### src/rtl/irqc_pkg.sv
package irqc_pkg;
  typedef enum logic [1:0] {
    INIT_IDLE,
    INIT_BASE,
    INIT_CASC,
    INIT_MODE
  } init_st_e;

  localparam int unsigned DW = 8;
  localparam int unsigned START_BIT = 4;
  localparam logic [2:0] OP_NS_EOI = 3'b001;
  localparam logic [2:0] OP_SP_EOI = 3'b011;
endpackage

### src/rtl/irqc_req.sv
module irqc_req #(
  parameter int unsigned N = 8
) (
  input  logic         clk_i,
  input  logic         rst_ni,
  input  logic [N-1:0] irq_i,
  input  logic [N-1:0] ack_clr_i,
  output logic [N-1:0] irr_o
);
  logic [N-1:0] s0_q, s1_q, prev_q, irr_q;

  always_ff @(posedge clk_i or negedge rst_ni) begin
    if (!rst_ni) begin
      s0_q   <= '0;
      s1_q   <= '0;
      prev_q <= '0;
      irr_q  <= '0;
    end else begin
      s0_q   <= irq_i;
      s1_q   <= s0_q;
      prev_q <= s1_q;
      // set on rise, drop when level falls or when acknowledged
      irr_q  <= (irr_q | (s1_q & ~prev_q)) & s1_q & ~ack_clr_i;
    end
  end

  assign irr_o = irr_q;

  a_r10_irr_needs_level: assert property (@(posedge clk_i) disable iff (!rst_ni)
    (irr_q & ~prev_q) == '0);
endmodule

### src/rtl/irqc_prio.sv
module irqc_prio #(
  parameter int unsigned N  = 8,
  parameter int unsigned LW = $clog2(N)
) (
  input  logic          clk_i,
  input  logic          rst_ni,
  input  logic [N-1:0]  pend_i,
  input  logic [N-1:0]  isr_i,
  output logic [LW-1:0] win_o,
  output logic [LW-1:0] top_o,
  output logic          isr_any_o,
  output logic          grant_o
);
  always_comb begin
    win_o = '0;
    top_o = '0;
    for (int i = N - 1; i >= 0; i--) begin
      if (pend_i[i]) win_o = LW'(i);
      if (isr_i[i])  top_o = LW'(i);
    end
  end

  assign isr_any_o = |isr_i;
  assign grant_o   = (|pend_i) && (!isr_any_o || (win_o < top_o));

  a_r9_grant_valid: assert property (@(posedge clk_i) disable iff (!rst_ni)
    grant_o |-> (pend_i[win_o] && !isr_i[win_o]));
endmodule

### src/rtl/irqc_regs.sv
module irqc_regs import irqc_pkg::*; #(
  parameter int unsigned N  = 8,
  parameter int unsigned LW = $clog2(N)
) (
  input  logic          clk_i,
  input  logic          rst_ni,
  input  logic          wr_i,
  input  logic          addr_i,
  input  logic [DW-1:0] wdata_i,
  input  logic          isr_any_i,
  input  logic [LW-1:0] top_i,
  output logic [N-1:0]  imr_o,
  output logic [DW-1:0] base_o,
  output logic          aeoi_o,
  output logic          sel_isr_o,
  output logic          init_o,
  output logic [N-1:0]  eoi_clr_o
);
  init_st_e     st_q;
  logic [N-1:0] imr_q;
  logic [DW-1:0] base_q;
  logic         aeoi_q, sel_q, need_casc_q, need_mode_q;
  logic         cmd_wr, dat_wr, init_start, sel_wr;

  assign cmd_wr     = wr_i && !addr_i;
  assign dat_wr     = wr_i && addr_i;
  assign init_start = cmd_wr && wdata_i[START_BIT];
  assign sel_wr     = cmd_wr && (wdata_i[4:3] == 2'b01) && wdata_i[1];

  always_ff @(posedge clk_i or negedge rst_ni) begin
    if (!rst_ni) begin
      st_q        <= INIT_IDLE;
      imr_q       <= '1;
      base_q      <= '0;
      aeoi_q      <= 1'b0;
      sel_q       <= 1'b0;
      need_casc_q <= 1'b0;
      need_mode_q <= 1'b0;
    end else if (init_start) begin
      st_q        <= INIT_BASE;
      need_casc_q <= !wdata_i[1];
      need_mode_q <= wdata_i[0];
      imr_q       <= '0;
      sel_q       <= 1'b0;
      aeoi_q      <= 1'b0;
    end else if (sel_wr) begin
      sel_q <= wdata_i[0];
    end else if (dat_wr) begin
      case (st_q)
        INIT_IDLE: imr_q <= wdata_i[N-1:0];
        INIT_BASE: begin
          base_q <= wdata_i;
          st_q   <= need_casc_q ? INIT_CASC : (need_mode_q ? INIT_MODE : INIT_IDLE);
        end
        INIT_CASC: st_q <= need_mode_q ? INIT_MODE : INIT_IDLE;
        default: begin
          aeoi_q <= wdata_i[1];
          st_q   <= INIT_IDLE;
        end
      endcase
    end
  end

  always_comb begin
    eoi_clr_o = '0;
    if (cmd_wr && (wdata_i[4:3] == 2'b00)) begin
      if (wdata_i[7:5] == OP_SP_EOI) eoi_clr_o[wdata_i[LW-1:0]] = 1'b1;
      else if (wdata_i[7:5] == OP_NS_EOI && isr_any_i) eoi_clr_o[top_i] = 1'b1;
    end
  end

  assign imr_o     = imr_q;
  assign base_o    = base_q;
  assign aeoi_o    = aeoi_q;
  assign sel_isr_o = sel_q;
  assign init_o    = init_start;

  a_r5_imr_load: assert property (@(posedge clk_i) disable iff (!rst_ni)
    (dat_wr && st_q == INIT_IDLE && !init_start) |=> imr_q == $past(wdata_i[N-1:0]));
  a_r2_init_enter: assert property (@(posedge clk_i) disable iff (!rst_ni)
    init_start |=> (imr_q == '0 && st_q == INIT_BASE && !sel_q));
endmodule

### src/rtl/prio_irq_ctrl.sv
module prio_irq_ctrl import irqc_pkg::*; #(
  parameter int unsigned N  = 8,
  localparam int unsigned LW = $clog2(N)
) (
  input  logic          clk_i,
  input  logic          rst_ni,
  input  logic [N-1:0]  irq_i,
  input  logic          wr_i,
  input  logic          addr_i,
  input  logic [DW-1:0] wdata_i,
  output logic [DW-1:0] rdata_o,
  input  logic          inta_i,
  output logic          int_o,
  output logic [DW-1:0] vec_o,
  output logic          vec_vld_o
);
  logic [N-1:0]  irr, imr, isr_q, eoi_clr, ack_clr, win_oh, pend;
  logic [LW-1:0] win, top;
  logic [DW-1:0] base, vec_q;
  logic          isr_any, grant, aeoi, sel_isr, init, ack_real, vld_q;

  assign pend     = irr & ~imr;
  assign ack_real = inta_i && grant;
  assign win_oh   = {{(N-1){1'b0}}, 1'b1} << win;
  assign ack_clr  = ack_real ? win_oh : '0;

  irqc_req #(.N(N)) u_req (
    .clk_i(clk_i), .rst_ni(rst_ni), .irq_i(irq_i), .ack_clr_i(ack_clr), .irr_o(irr)
  );

  irqc_prio #(.N(N), .LW(LW)) u_prio (
    .clk_i(clk_i), .rst_ni(rst_ni), .pend_i(pend), .isr_i(isr_q),
    .win_o(win), .top_o(top), .isr_any_o(isr_any), .grant_o(grant)
  );

  irqc_regs #(.N(N), .LW(LW)) u_regs (
    .clk_i(clk_i), .rst_ni(rst_ni), .wr_i(wr_i), .addr_i(addr_i), .wdata_i(wdata_i),
    .isr_any_i(isr_any), .top_i(top), .imr_o(imr), .base_o(base), .aeoi_o(aeoi),
    .sel_isr_o(sel_isr), .init_o(init), .eoi_clr_o(eoi_clr)
  );

  always_ff @(posedge clk_i or negedge rst_ni) begin
    if (!rst_ni) begin
      isr_q <= '0;
      vec_q <= '0;
      vld_q <= 1'b0;
    end else begin
      if (init) isr_q <= '0;
      else      isr_q <= (isr_q & ~eoi_clr) | ((ack_real && !aeoi) ? win_oh : '0);
      vld_q <= inta_i;
      if (inta_i) vec_q <= {base[DW-1:LW], ack_real ? win : {LW{1'b1}}};
    end
  end

  assign int_o     = grant;
  assign vec_o     = vec_q;
  assign vec_vld_o = vld_q;
  assign rdata_o   = addr_i ? DW'(imr) : DW'(sel_isr ? isr_q : irr);

  a_r3_vld_follows_ack: assert property (@(posedge clk_i) disable iff (!rst_ni)
    inta_i |=> vec_vld_o);
  a_r11_spur_vec: assert property (@(posedge clk_i) disable iff (!rst_ni)
    (inta_i && !int_o) |=> (vec_o[LW-1:0] == {LW{1'b1}}));
  a_r11_spur_isr: assert property (@(posedge clk_i) disable iff (!rst_ni)
    (inta_i && !int_o && !wr_i) |=> (isr_q == $past(isr_q)));
  a_r4_aeoi_isr: assert property (@(posedge clk_i) disable iff (!rst_ni)
    (inta_i && aeoi && !wr_i) |=> (isr_q == $past(isr_q)));
  a_r9_int_unmasked: assert property (@(posedge clk_i) disable iff (!rst_ni)
    int_o |-> ((irr & ~imr) != '0));
endmodule

### config.mk
export PLATFORM = sky130hd
export DESIGN_NAME = prio_irq_ctrl
export DESIGN_NICKNAME = d
export VERILOG_FILES = /design/src/rtl/irqc_pkg.sv /design/src/rtl/irqc_req.sv /design/src/rtl/irqc_prio.sv /design/src/rtl/irqc_regs.sv /design/src/rtl/prio_irq_ctrl.sv
export SDC_FILE = /design/constraint.sdc
export NUM_CORES = 1
export LEC_CHECK = 0
export BUFFER_PORTS_ARGS = -buffer_cell sky130_fd_sc_hd__buf_2
export CORE_MARGIN = 1.5
export CORE_UTILIZATION = 43
export DETAILED_ROUTE_END_ITERATION = 12
export HOLD_SLACK_MARGIN = 0.15
export PLACE_DENSITY = 0.62
export SYNTH_ARGS = -nofsm -noshare
export SYNTH_HDL_FRONTEND = slang
export SYNTH_SLANG_ARGS = --single-unit
### constraint.sdc
create_clock -name clk_i -period 3.8 [get_ports clk_i]
set_clock_uncertainty 0.15 [all_clocks]
set_input_delay 0.19 -clock clk_i [delete_from_list [all_inputs] [get_ports clk_i]]
set_output_delay 0.19 -clock clk_i [all_outputs]
set_load 0.05 [all_outputs]
==> results of run 1 <==
[sequential cells by signal, indices dropped and copies added (netlist names)]
name and flops:
u_regs.imr_o 8, vec_o 8, vec_vld_o 1, u_regs.base_o 5, u_req.s0_q 8, u_regs.need_mode_q 1, u_regs.need_casc_q 1, isr_q 8
u_req.irr_o 8, u_regs.aeoi_o 1, u_regs.sel_isr_o 1, u_req.prev_q 8, u_req.s1_q 8, u_regs.st_q 2
[synthesized netlist by cell type, types with 2 or more instances]
master / instances / area [um2]
sky130_fd_sc_hd__and3_1: 4 / 25.02
sky130_fd_sc_hd__nand2_1: 23 / 86.33
sky130_fd_sc_hd__o2111ai_1: 2 / 17.52
sky130_fd_sc_hd__mux2_2: 8 / 90.09
sky130_fd_sc_hd__inv_1: 17 / 63.81
sky130_fd_sc_hd__a32oi_1: 2 / 17.52
sky130_fd_sc_hd__nor3_1: 4 / 20.02
sky130_fd_sc_hd__clkbuf_1: 10 / 37.54
sky130_fd_sc_hd__a31oi_1: 8 / 50.05
sky130_fd_sc_hd__mux2i_1: 8 / 80.08
sky130_fd_sc_hd__a211oi_1: 2 / 15.01
sky130_fd_sc_hd__dfrtp_1: 60 / 1501
sky130_fd_sc_hd__ha_1: 5 / 62.56
sky130_fd_sc_hd__nand3_1: 6 / 30.03
sky130_fd_sc_hd__a22o_1: 9 / 78.83
sky130_fd_sc_hd__a221oi_1: 2 / 17.52
sky130_fd_sc_hd__dfstp_2: 8 / 210.2
sky130_fd_sc_hd__o41ai_1: 2 / 17.52
sky130_fd_sc_hd__nor2b_1: 10 / 62.56
sky130_fd_sc_hd__o211ai_1: 4 / 30.03
sky130_fd_sc_hd__or2_2: 2 / 12.51
sky130_fd_sc_hd__o21ai_1: 2 / 10.01
sky130_fd_sc_hd__nand2b_1: 7 / 43.79
sky130_fd_sc_hd__and2_1: 2 / 12.51
sky130_fd_sc_hd__o311a_1: 2 / 20.02
sky130_fd_sc_hd__a41o_1: 2 / 20.02
sky130_fd_sc_hd__o31ai_1: 4 / 30.03
sky130_fd_sc_hd__o21ai_0: 25 / 125.1
sky130_fd_sc_hd__nor2_1: 23 / 86.33
sky130_fd_sc_hd__a21oi_1: 7 / 35.03
sky130_fd_sc_hd__a41oi_1: 3 / 26.28
sky130_fd_sc_hd__nor4_1: 2 / 12.51
[logic make-up after synthesis]
logic type      synth area share [%]
simple gates                   14.09
compound gates                 19.73
flops                          54.74
buf+inv                        4.001
mux                            5.442
fa+ha+maj                      2.001
[timing repair]
| item | in CTS | in global routing |
|---|---|---|
| endpoints found under the hold margin | 50 | 0 |
| gates resized for setup | 0 | 0 |
| hold buffers | 20 | 0 |
[routing by layer]
metal	global-route usage (%)	vias to the layer above	wire, um
met5	0	-	0
met4	9.233	0	128
li1	-	1186	-
met3	4.944	10	387
met1	29.66	1214	3543
met2	32.55	65	3466
[layout make-up]
type | count | share of cell area, %
repair buffers | 59 | 10.48
clock inverters | 7 | 2.209
inverters | 18 | 1.780
well taps | 96 | 3.165
multi-input cells | 196 | 33.99
clock buffers | 9 | 3.264
flip-flops and latches | 68 | 45.10
[power by group through the flow]
stage	Clock [uW]	Sequential (uW)	Combinational (uW)
floorplan	0	1200	914
global placement	0	1100	1290
detailed placement	0	1110	1300
CTS	645	1090	1320
global route	676	1120	1430
finish	634	1100	1330
[worst max-delay path by stage]
stage	end	slack, ps	cells after the start
floorplan	u_req.irr_o[3]	1100	11
global placement	int_o	840	10
detailed placement	int_o	760	10
CTS	int_o	370	10
global route	int_o	200	10
finish	int_o	350	10
[stage by stage]
stage | total power, uW | setup slack [ps] | utilization, %
4_1_cts | 3057 | 368.3 | 54.95
3_5_place_dp | 2406 | 762.8 | 49.04
3_3_place_gp | 2388 | 837.4 | 49.04
2_1_floorplan | 2110 | 1098 | -
5_1_grt | 3227 | 204.7 | 54.95
6_report | 3055 | 345.2 | 54.95
==> reports/summary.md, run 1 <==
* **Fillers** 618
* **syn nets** 321
* **vertical extent of the die** 88.28 um
* **Setup Buffers After CTS** 0
* **post-DP HPWL** 5.325 mm
* **proportion of power drawn by flip-flops and latches** 35.8%
* **area occupied by registers** 1712 um2
* **die area** 7792 um2
* **synth-to-layout area growth** 21.37%
* **Placement Rows** 30
* **standard cell with the maximum stage delay on the critical path** sky130_fd_sc_hd__or4b_1
* **top library cells by usage in the layout, fill and taps aside** sky130_fd_sc_hd__dfrtp_1 (60), sky130_fd_sc_hd__buf_2 (38), sky130_fd_sc_hd__o21ai_0 (25)
* **Buffers & Inverters on Critical Path** 3
* **Max-Slew Margin vs Limit** 60.15%
* **Die Span X** 88.28 um
* **TritonCTS clock tree** done
* **vias per cell** 5.464
* **Warnings, synthesis** 0
* **DRC violation count after routing** 0
* **iteration count of the initial detailed-routing pass** 4
* **most common cell after layout, fill and taps aside** sky130_fd_sc_hd__dfrtp_1
* **Fin Setup TNS** 0 ps
* **proportion of layout cells with a drive suffix above 1** 22.13%
* **Routability Congestion** 0.9272
* **setup repair after global routing missed its margin** no
* **maximum number of pins on one net before global-route repair** 49
* **number of pins exceeding their max-slew limit in the final report** 0
* **CTS max path bufs** 2
* **Async S/R FF share, synth** 100.0%
* **Fin Hold WS** 175.5 ps
* **count of flip-flops with a built-in enable after synthesis** 0
* **TritonCTS Buffers** 9
* **kind of end point of the critical path** output port
* **crit path kind** flip-flop to output port
* **static leakage** 0.001705 uW
* **endpoint of the worst register-to-register path** u_req.irr_o[6]
* **number of nets in the final layout** 378
* **filler-free cell count of the finished design** 453
* **top cell family by delay on the critical path** simple AND/OR/NAND/NOR gates
* **initial cell density of the core** 45.27%
* **number of distinct library cells after synthesis** 52
* **clock network fraction of total power** 20.7%
* **Worst EP arrival** 3110 ps
* **detailed router's first-iteration violation count** 216
* **post-synthesis instance area** 3127 um2
* **critical path launch point type** flip-flop
* **residual antenna-violating net count after detailed routing** 0
* **Worst Tran Pin Value** 592.3 ps
* **outcome** complete, no violations
* **IO Count** 39
* **clock root buffer** sky130_fd_sc_hd__clkbuf_8
* **Port Buffer Count** 38
* **number of H-tree levels** 3
* **Critical Path Start** u_regs.imr_o[5]
* **count of clock tree sinks** 68
* **Syn Inst Count** 295
* **Min-Delay Path Class** input port to async pin
* **total detailed-routing wirelength** 7.526 mm
* **largest stage delay on the critical path** 600 ps
* **Int Power** 1677 uW
* **register clock-pin slew on the reported worst setup and hold paths** 90 ps
* **upper clock frequency limit** 289.5 MHz
* **Max-Cap Viols** 0
* **crit-path cells** nor2b_1 -> or4b_1 -> nand2b_1 -> inv_1 -> ha_1 -> nor2_1 -> a31oi_1 -> o22a_4 -> inv_2 -> buf_2
* **largest fanout of any net on the critical path** 14
* **power density over cell area** 805.1 nW/um2
* **first-pass GRT wire length** 12.35 mm
* **combinational share of power** 43.4%
* **Top FF cell, synth** sky130_fd_sc_hd__dfrtp_1
* **wire length per cell** 16.61 um
* **number of antenna diodes** 0
* **part of the cycle the worst path needs** 90.92%
* **Final Hold Vio Count** 0
* **initial antenna violation count** 0
* **DP Cell Count** 417
* **endpoint required time on the critical path** 3460 ps
* **Multi-input gate area** 1290 um2
* **area of the core** 6907 um2
* **minimum setup slack among reg-to-reg paths** 880 ps
* **total placed instance area** 3387 um2
* **via count of the first global-routing pass** 2474
* **Clock Latency Late Sink** 350 ps
* **overall routing resource usage** 21.42%
* **worst IR drop on VDD** 0.4216 mV
* **flip-flop and latch count after synthesis** 68
* **Setup-failing EPs final** 0
* **share of total power consumed by net switching** 45.10%
* **routed vias** 2475
* **startpoint of the worst-slack reg-to-reg timing path** u_regs.imr_o[5]
* **length in cells of the worst reg-to-reg path** 10
* **total gr overflow** 0
* **post-synthesis area per instance** 10.60 um2
* **summed area of non-filler cells in the final layout** 3795 um2
* **time the final worst path needs with I/O delays and setup** 3455 ps
* **share of synthesized area occupied by flip-flops and latches** 54.74%
* **switching power total** 1378 uW
Note: power is estimated with default switching activity, not from simulation.
==> run 2, diff against run 1 <==
Settings changed: BUFFER_PORTS_ARGS -buffer_cell sky130_fd_sc_hd__buf_2 to -buffer_cell sky130_fd_sc_hd__buf_4.
==> reports/summary.md, run 2 (same netlist as run 1, synthesis figures left out) <==
* **hold buffer count at cts** 21, was 20
* **Setup Buffers After CTS** 0, unchanged
* **TritonCTS clock tree** done, unchanged
* **most common cell after layout, fill and taps aside** sky130_fd_sc_hd__dfrtp_1, unchanged
* **crit-path cells** nor2b_1 -> or4b_1 -> nand2b_1 -> inv_1 -> ha_1 -> nor2_1 -> a31oi_1 -> o22a_4 -> inv_2 -> buf_4, was nor2b_1 -> or4b_1 -> nand2b_1 -> inv_1 -> ha_1 -> nor2_1 -> a31oi_1 -> o22a_4 -> inv_2 -> buf_2
* **vertical extent of the die** 88.28 um, unchanged
* **Die Span X** 88.28 um, unchanged
* **length in cells of the worst reg-to-reg path** 10, unchanged
* **Fin Hold WS** 202.1 ps, was 175.5 ps
* **endpoint required time on the critical path** 3460 ps, about the same
* **combinational share of power** 44.6%, was 43.4%
* **minimum setup slack among reg-to-reg paths** 890 ps, was 880 ps
* **initial antenna violation count** 0, unchanged
* **top cell family by delay on the critical path** simple AND/OR/NAND/NOR gates, unchanged
* **part of the cycle the worst path needs** 89.55%, was 90.92%
* **min setup slack post-route** 397.0 ps, was 345.2 ps
* **critical path launch point type** flip-flop, unchanged
* **capturing element of the worst setup path** int_o, unchanged
* **Worst EP arrival** 3060 ps, was 3110 ps
* **die area** 7792 um2, unchanged
* **maximum number of pins on one net before global-route repair** 69, was 49
* **number of H-tree levels** 3, unchanged
* **wire length per cell** 16.46 um, was 16.61 um
* **IO Count** 39, unchanged
* **Clock Latency Late Sink** 350 ps, about the same
* **Max-Slew Margin vs Limit** 45.14%, was 60.15%
* **clock network fraction of total power** 20.0%, was 20.7%
* **Worst Tran Pin Value** 823.0 ps, was 592.3 ps
* **Final Hold Vio Count** 0, unchanged
* **initial cell density of the core** 45.27%, unchanged
* **post_cts resized** 0, unchanged
* **time the final worst path needs with I/O delays and setup** 3403 ps, was 3455 ps
* **vias per cell** 5.552, was 5.464
* **pre-CTS setup slack** 845.1 ps, was 762.8 ps
* **standard cell with the maximum stage delay on the critical path** sky130_fd_sc_hd__or4b_1, unchanged
* **power density over cell area** 798.5 nW/um2, was 805.1 nW/um2
* **total stage count of the critical path** 10, unchanged
* **share of total power consumed by net switching** 44.22%, was 45.10%
* **TritonCTS Buffers** 9, unchanged
* **static leakage** 0.001735 uW, was 0.001705 uW
* **Buffers & Inverters on Critical Path** 3, unchanged
* **Placement Rows** 30, unchanged
* **total placed instance area** 3475 um2, was 3387 um2
* **proportion of layout cells with a drive suffix above 1** 21.85%, was 22.13%
* **via count of the first global-routing pass** 2405, was 2474
* **setup repair after global routing missed its margin** no, unchanged
* **DRC violation count after routing** 0, unchanged
* **detailed router's first-iteration violation count** 186, was 216
* **number of nets in the final layout** 378, unchanged
* **overall routing resource usage** 21.30%, was 21.42%
* **Min-Delay Path Class** flip-flop to flip-flop, was input port to async pin
* **CTS max path bufs** 2, unchanged
* **synth-to-layout area growth** 24.45%, was 21.37%
* **Port Buffer Count** 38, unchanged
* **post-DP HPWL** 5.174 mm, was 5.325 mm
* **count of clock tree sinks** 68, unchanged
* **iteration count of the initial detailed-routing pass** 5, was 4
* **number of antenna diodes** 0, unchanged
* **Int Power** 1733 uW, was 1677 uW
* **first-pass GRT wire length** 12.28 mm, was 12.35 mm
* **Fin Setup TNS** 0 ps, unchanged
* **largest stage delay on the critical path** 590 ps, was 600 ps
* **outcome** complete, no violations, unchanged
* **worst IR drop on VDD** 0.4541 mV, was 0.4216 mV
* **routed vias** 2515, was 2475
* **top library cells by usage in the layout, fill and taps aside** sky130_fd_sc_hd__dfrtp_1 (60), sky130_fd_sc_hd__buf_4 (38), sky130_fd_sc_hd__o21ai_0 (25), was sky130_fd_sc_hd__dfrtp_1 (60), sky130_fd_sc_hd__buf_2 (38), sky130_fd_sc_hd__o21ai_0 (25)
* **crit path kind** flip-flop to output port, unchanged
* **switching power total** 1374 uW, was 1378 uW
* **proportion of power drawn by flip-flops and latches** 35.3%, was 35.8%
* **endpoint of the worst register-to-register path** u_req.irr_o[7], was u_req.irr_o[6]
* **residual antenna-violating net count after detailed routing** 0, unchanged
* **area of the core** 6907 um2, unchanged
* **Max-Cap Viols** 0, unchanged
* **upper clock frequency limit** 293.9 MHz, was 289.5 MHz
* **Critical Path Start** u_regs.imr_o[5], unchanged
* **startpoint of the worst-slack reg-to-reg timing path** u_regs.imr_o[5], unchanged
* **number of pins exceeding their max-slew limit in the final report** 0, unchanged
* **kind of end point of the critical path** output port, unchanged
* **Setup-failing EPs final** 0, unchanged
* **total detailed-routing wirelength** 7.455 mm, was 7.526 mm
* **clock root buffer** sky130_fd_sc_hd__clkbuf_8, unchanged
* **summed area of non-filler cells in the final layout** 3891 um2, was 3795 um2
* **largest fanout of any net on the critical path** 14, unchanged
* **total gr overflow** 0, unchanged
* **register clock-pin slew on the reported worst setup and hold paths** 80 ps, was 90 ps
* **Routability Congestion** 0.8482, was 0.9272
-- run 2: cell count changes in the layout (fill, tap and decap cells not counted) --
| cell | previous run | this run |
|---|---|---|
| sky130_fd_sc_hd__clkinv_4 | 2 | 4 |
| sky130_fd_sc_hd__buf_4 | 1 | 38 |
| sky130_fd_sc_hd__dlygate4sd3_1 | 20 | 21 |
| sky130_fd_sc_hd__inv_8 | 1 | 0 |
| sky130_fd_sc_hd__clkinvlp_4 | 1 | 0 |
| sky130_fd_sc_hd__buf_2 | 38 | 0 |
-- run 2: stage by stage --
| step | power (uW) | utilization, % | instances |
|---|---|---|---|
| final | 3107 | 56.34 | 453 |
| after global routing | 3301 | 56.34 | 453 |
| after CTS | 3110 | 56.34 | 453 |
| after detailed placement | 2457 | 50.31 | 416 |
| after global placement | 2448 | 50.31 | 416 |
| after floorplan | 2110 | - | 295 |
-- run 2: layer usage --
metal / part of all wire (%) / GRT usage, % / wire length, um
met1: 47 / 29.95 / 3512
met2: 46 / 31.09 / 3419
met3: 4.1 / 5.690 / 304
met4: 2.9 / 9.517 / 218
met5: 0 / 0 / 0
-- run 2: power groups by stage --
stage,clock network [uW],registers [uW],logic [uW]
after floorplan,0,1200,914
after global placement,0,1110,1340
after detailed placement,0,1110,1350
after CTS,637,1100,1380
after global routing,673,1130,1500
final,622,1100,1390
-- run 2: final cells by class --
type,instances,area (um2)
flip-flops and latches,68,1712
repair buffers,59,495.5
clock buffers,9,123.9
well taps,96,120.1
fillers,624,3015
inverters,18,67.56
multi-input cells,196,1290
clock inverters,7,82.58
-- run 2: how the worst min path moves through the flow --
stage | startpoint | endpoint | slack, ps | cells past startpoint
6_report | u_req.s0_q[7] | u_req.s1_q[7] | 200 | 0
2_1_floorplan | rst_ni | isr_q[0] | -260 | 0
3_5_place_dp | irq_i[3] | u_req.s0_q[3] | 150 | 1
5_1_grt | u_req.s0_q[4] | u_req.s1_q[4] | 210 | 0
3_3_place_gp | irq_i[3] | u_req.s0_q[3] | 150 | 1
4_1_cts | u_req.s0_q[4] | u_req.s1_q[4] | 200 | 0
==> run 3, diff against run 2 <==
Settings changed: CORE_MARGIN 1.5 to 3, SYNTH_HIERARCHICAL set to 1.
==> reports/summary.md, run 3 <==
* **part of the cycle the worst path needs** 86.97%, was 89.55%
* **syn nets** 319, was 321
* **number of pins exceeding their max-slew limit in the final report** 0, unchanged
* **post-synthesis area per instance** 11.73 um2, was 10.60 um2
* **standard cell with the maximum stage delay on the critical path** sky130_fd_sc_hd__nor4_1, was sky130_fd_sc_hd__or4b_1
* **Max-Cap Viols** 0, unchanged
* **Min-Delay Path Class** flip-flop to flip-flop, unchanged
* **Setup Buffers After CTS** 0, unchanged
* **register clock-pin slew on the reported worst setup and hold paths** 70 ps, was 80 ps
* **residual antenna-violating net count after detailed routing** 0, unchanged
* **clock root buffer** sky130_fd_sc_hd__clkbuf_8, unchanged
* **Finished Core Util** 56.09%, was 56.34%
* **total detailed-routing wirelength** 7.656 mm, was 7.455 mm
* **routed vias** 2439, was 2515
* **Multi-input gate area** 1584 um2, was 1290 um2
* **Max-Slew Margin vs Limit** 42.95%, was 45.14%
* **Fillers** 647, was 624
* **post-synthesis instance area** 3425 um2, was 3127 um2
* **Warnings, synthesis** 6, was 0
* **DRC violation count after routing** 0, unchanged
* **most common cell after layout, fill and taps aside** sky130_fd_sc_hd__dfrtp_1, unchanged
* **Fin Setup TNS** 0 ps, unchanged
* **overall routing resource usage** 18.54%, was 21.30%
* **crit-path cells** nor2b_1 -> nor4_1 -> nor2b_1 -> ha_1 -> a21o_1 -> a221oi_4 -> nand3_1 -> nor3_1 -> nor3b_2, was nor2b_1 -> or4b_1 -> nand2b_1 -> inv_1 -> ha_1 -> nor2_1 -> a31oi_1 -> o22a_4 -> inv_2 -> buf_4
* **startpoint of the worst-slack reg-to-reg timing path** u_regs/imr_o[5], was u_regs.imr_o[5]
* **filler-free cell count of the finished design** 459, was 453
* **CTS max path bufs** 2, unchanged
* **Setup-failing EPs final** 0, unchanged
* **wire length per cell** 16.68 um, was 16.46 um
* **IO Count** 39, unchanged
* **iteration count of the initial detailed-routing pass** 4, was 5
* **Die Span X** 95.24 um, was 88.28 um
* **area occupied by registers** 1712 um2, unchanged
* **DP Cell Count** 421, was 416
* **met3 track demand over resource in global routing** 3.552%, was 5.690%
* **top library cells by usage in the layout, fill and taps aside** sky130_fd_sc_hd__dfrtp_1 (60), sky130_fd_sc_hd__buf_4 (42), sky130_fd_sc_hd__dlygate4sd3_1 (22), was sky130_fd_sc_hd__dfrtp_1 (60), sky130_fd_sc_hd__buf_4 (38), sky130_fd_sc_hd__o21ai_0 (25)
* **vias per cell** 5.314, was 5.552
* **proportion of layout cells with a drive suffix above 1** 31.94%, was 21.85%
* **met1 global-route usage** 24.99%, was 29.95%
* **critical path launch point type** flip-flop, unchanged
* **cell occurring most often along the worst timing path** sky130_fd_sc_hd__nor2b_1
* **die area** 9071 um2, was 7792 um2
* **number of H-tree levels** 3, unchanged
* **Hold Startpoint** u_req/s0_q[4], was u_req.s0_q[7]
* **Worst Tran Pin Value** 855.8 ps, was 823.0 ps
* **static leakage** 0.001828 uW, was 0.001735 uW
* **Buffers & Inverters on Critical Path** 0, was 3
* **overall power consumption** 3347 uW, was 3107 uW
* **setup repair after global routing missed its margin** no, unchanged
* **TritonCTS clock tree** done, unchanged
* **via count of the first global-routing pass** 2468, was 2405
* **post-DP HPWL** 5.392 mm, was 5.174 mm
* **time the final worst path needs with I/O delays and setup** 3305 ps, was 3403 ps
* **count of clock tree sinks** 68, unchanged
* **outcome** complete, no violations, unchanged
* **number of nets in the final layout** 382, was 378
* **Final Hold Vio Count** 0, unchanged
* **upper clock frequency limit** 302.6 MHz, was 293.9 MHz
* **TritonCTS Buffers** 9, unchanged
* **Syn Inst Count** 292, was 295
* **first-pass GRT wire length** 12.62 mm, was 12.28 mm
* **initial cell density of the core** 45.75%, was 45.27%
* **end point of the worst hold path** u_req/s1_q[4], was u_req.s1_q[7]
* **total gr overflow** 0, unchanged
* **number of antenna diodes** 0, unchanged
* **most crowded layer after global routing** met2, unchanged
* **power density over cell area** 797.2 nW/um2, was 798.5 nW/um2
* **largest fanout of any net on the critical path** 8, was 14
* **synth-to-layout area growth** 22.62%, was 24.45%
* **Worst EP arrival** 3380 ps, was 3060 ps
* **Port Buffer Count** 38, unchanged
* **vertical extent of the die** 95.24 um, was 88.28 um
* **length in cells of the worst reg-to-reg path** 9, was 10
* **area of the core** 7486 um2, was 6907 um2
* **endpoint required time on the critical path** 3870 ps, was 3460 ps
* **worst IR drop on VDD** 0.3133 mV, was 0.4541 mV
* **maximum number of pins on one net before global-route repair** 69, unchanged
* **worst hold path cell count** 0, unchanged
* **met2 capacity usage during global routing** 29.50%, was 31.09%
* **top cell family by delay on the critical path** simple AND/OR/NAND/NOR gates, unchanged
* **largest stage delay on the critical path** 600 ps, was 590 ps
* **Clock Latency Late Sink** 340 ps, was 350 ps
* **Placement Rows** 31, was 30
* **Fin Hold WS** 196.5 ps, was 202.1 ps
* **detailed router's first-iteration violation count** 160, was 186
* **initial antenna violation count** 0, unchanged
* **crit path kind** flip-flop to flip-flop, was flip-flop to output port
* **minimum setup slack among reg-to-reg paths** 500 ps, was 890 ps
* **endpoint of the worst register-to-register path** u_req/irr_o[1], was u_req.irr_o[7]
* **kind of end point of the critical path** flip-flop, was output port
* **Routability Congestion** 0.8540, was 0.8482
==> run 3: changes by cell type in the layout (fill, tap and decap cells not counted), moves of 5 or more <==
cell                      previous run  this run
sky130_fd_sc_hd__nor2b_4             1         8
sky130_fd_sc_hd__nand2_1            23        16
sky130_fd_sc_hd__a22o_1              9        17
sky130_fd_sc_hd__a31oi_1             8         1
sky130_fd_sc_hd__nor2_1             23        16
sky130_fd_sc_hd__a21oi_2             0         5
sky130_fd_sc_hd__nor3b_2             0         8
sky130_fd_sc_hd__o21ai_0            25        13
==> run 3: metrics by stage <==
stage / area, um2 / setup WS [ps]
after global placement: 3791 / 578.7
after detailed placement: 3791 / 545.2
final: 4199 / 495.1
after floorplan: 3436 / 171.1
after CTS: 4199 / 525.2
after global routing: 4199 / 244.2
==> run 3: worst max path at each step <==
stage / end / cells past startpoint / start / slack (ps)
2_1_floorplan: u_req/irr_o[1] / 9 / u_regs/imr_o[2] / 170
3_3_place_gp: u_req/irr_o[1] / 9 / u_regs/imr_o[2] / 580
3_5_place_dp: u_req/irr_o[1] / 9 / u_regs/imr_o[5] / 550
4_1_cts: u_req/irr_o[1] / 9 / u_regs/imr_o[5] / 530
5_1_grt: u_req/irr_o[1] / 9 / u_regs/imr_o[5] / 240
6_report: u_req/irr_o[1] / 9 / u_regs/imr_o[5] / 500
==> run 3: routing by layer <==
| metal | wire length (um) | vias to the layer above |
|---|---|---|
| met5 | 0 | - |
| met4 | 124 | 0 |
| met3 | 257 | 10 |
| met2 | 3661 | 48 |
| met1 | 3612 | 1191 |
| li1 | - | 1190 |
==> run 3: repair_timing <==
item                                   4_1_cts  5_1_grt
endpoints found under the hold margin       95        0
gates resized for setup                      0        0
hold buffers                                22        0
==> run 3: final cells by class <==
type                            instances  area share [%]
Tap cell                               99           2.950
Clock buffer                           12           3.933
Timing Repair Buffer                   64           12.75
Clock inverter                          4          0.5364
Sequential cell                        68           40.76
Multi-Input combinational cell        197           37.72
Inverter                               15           1.341
==> run 3: where the power goes <==
group          total [uW]  switching, uW  internal, uW
clock                 552            265           287
sequential           1140            196           941
combinational        1660            980           679
total                3350           1440          1910
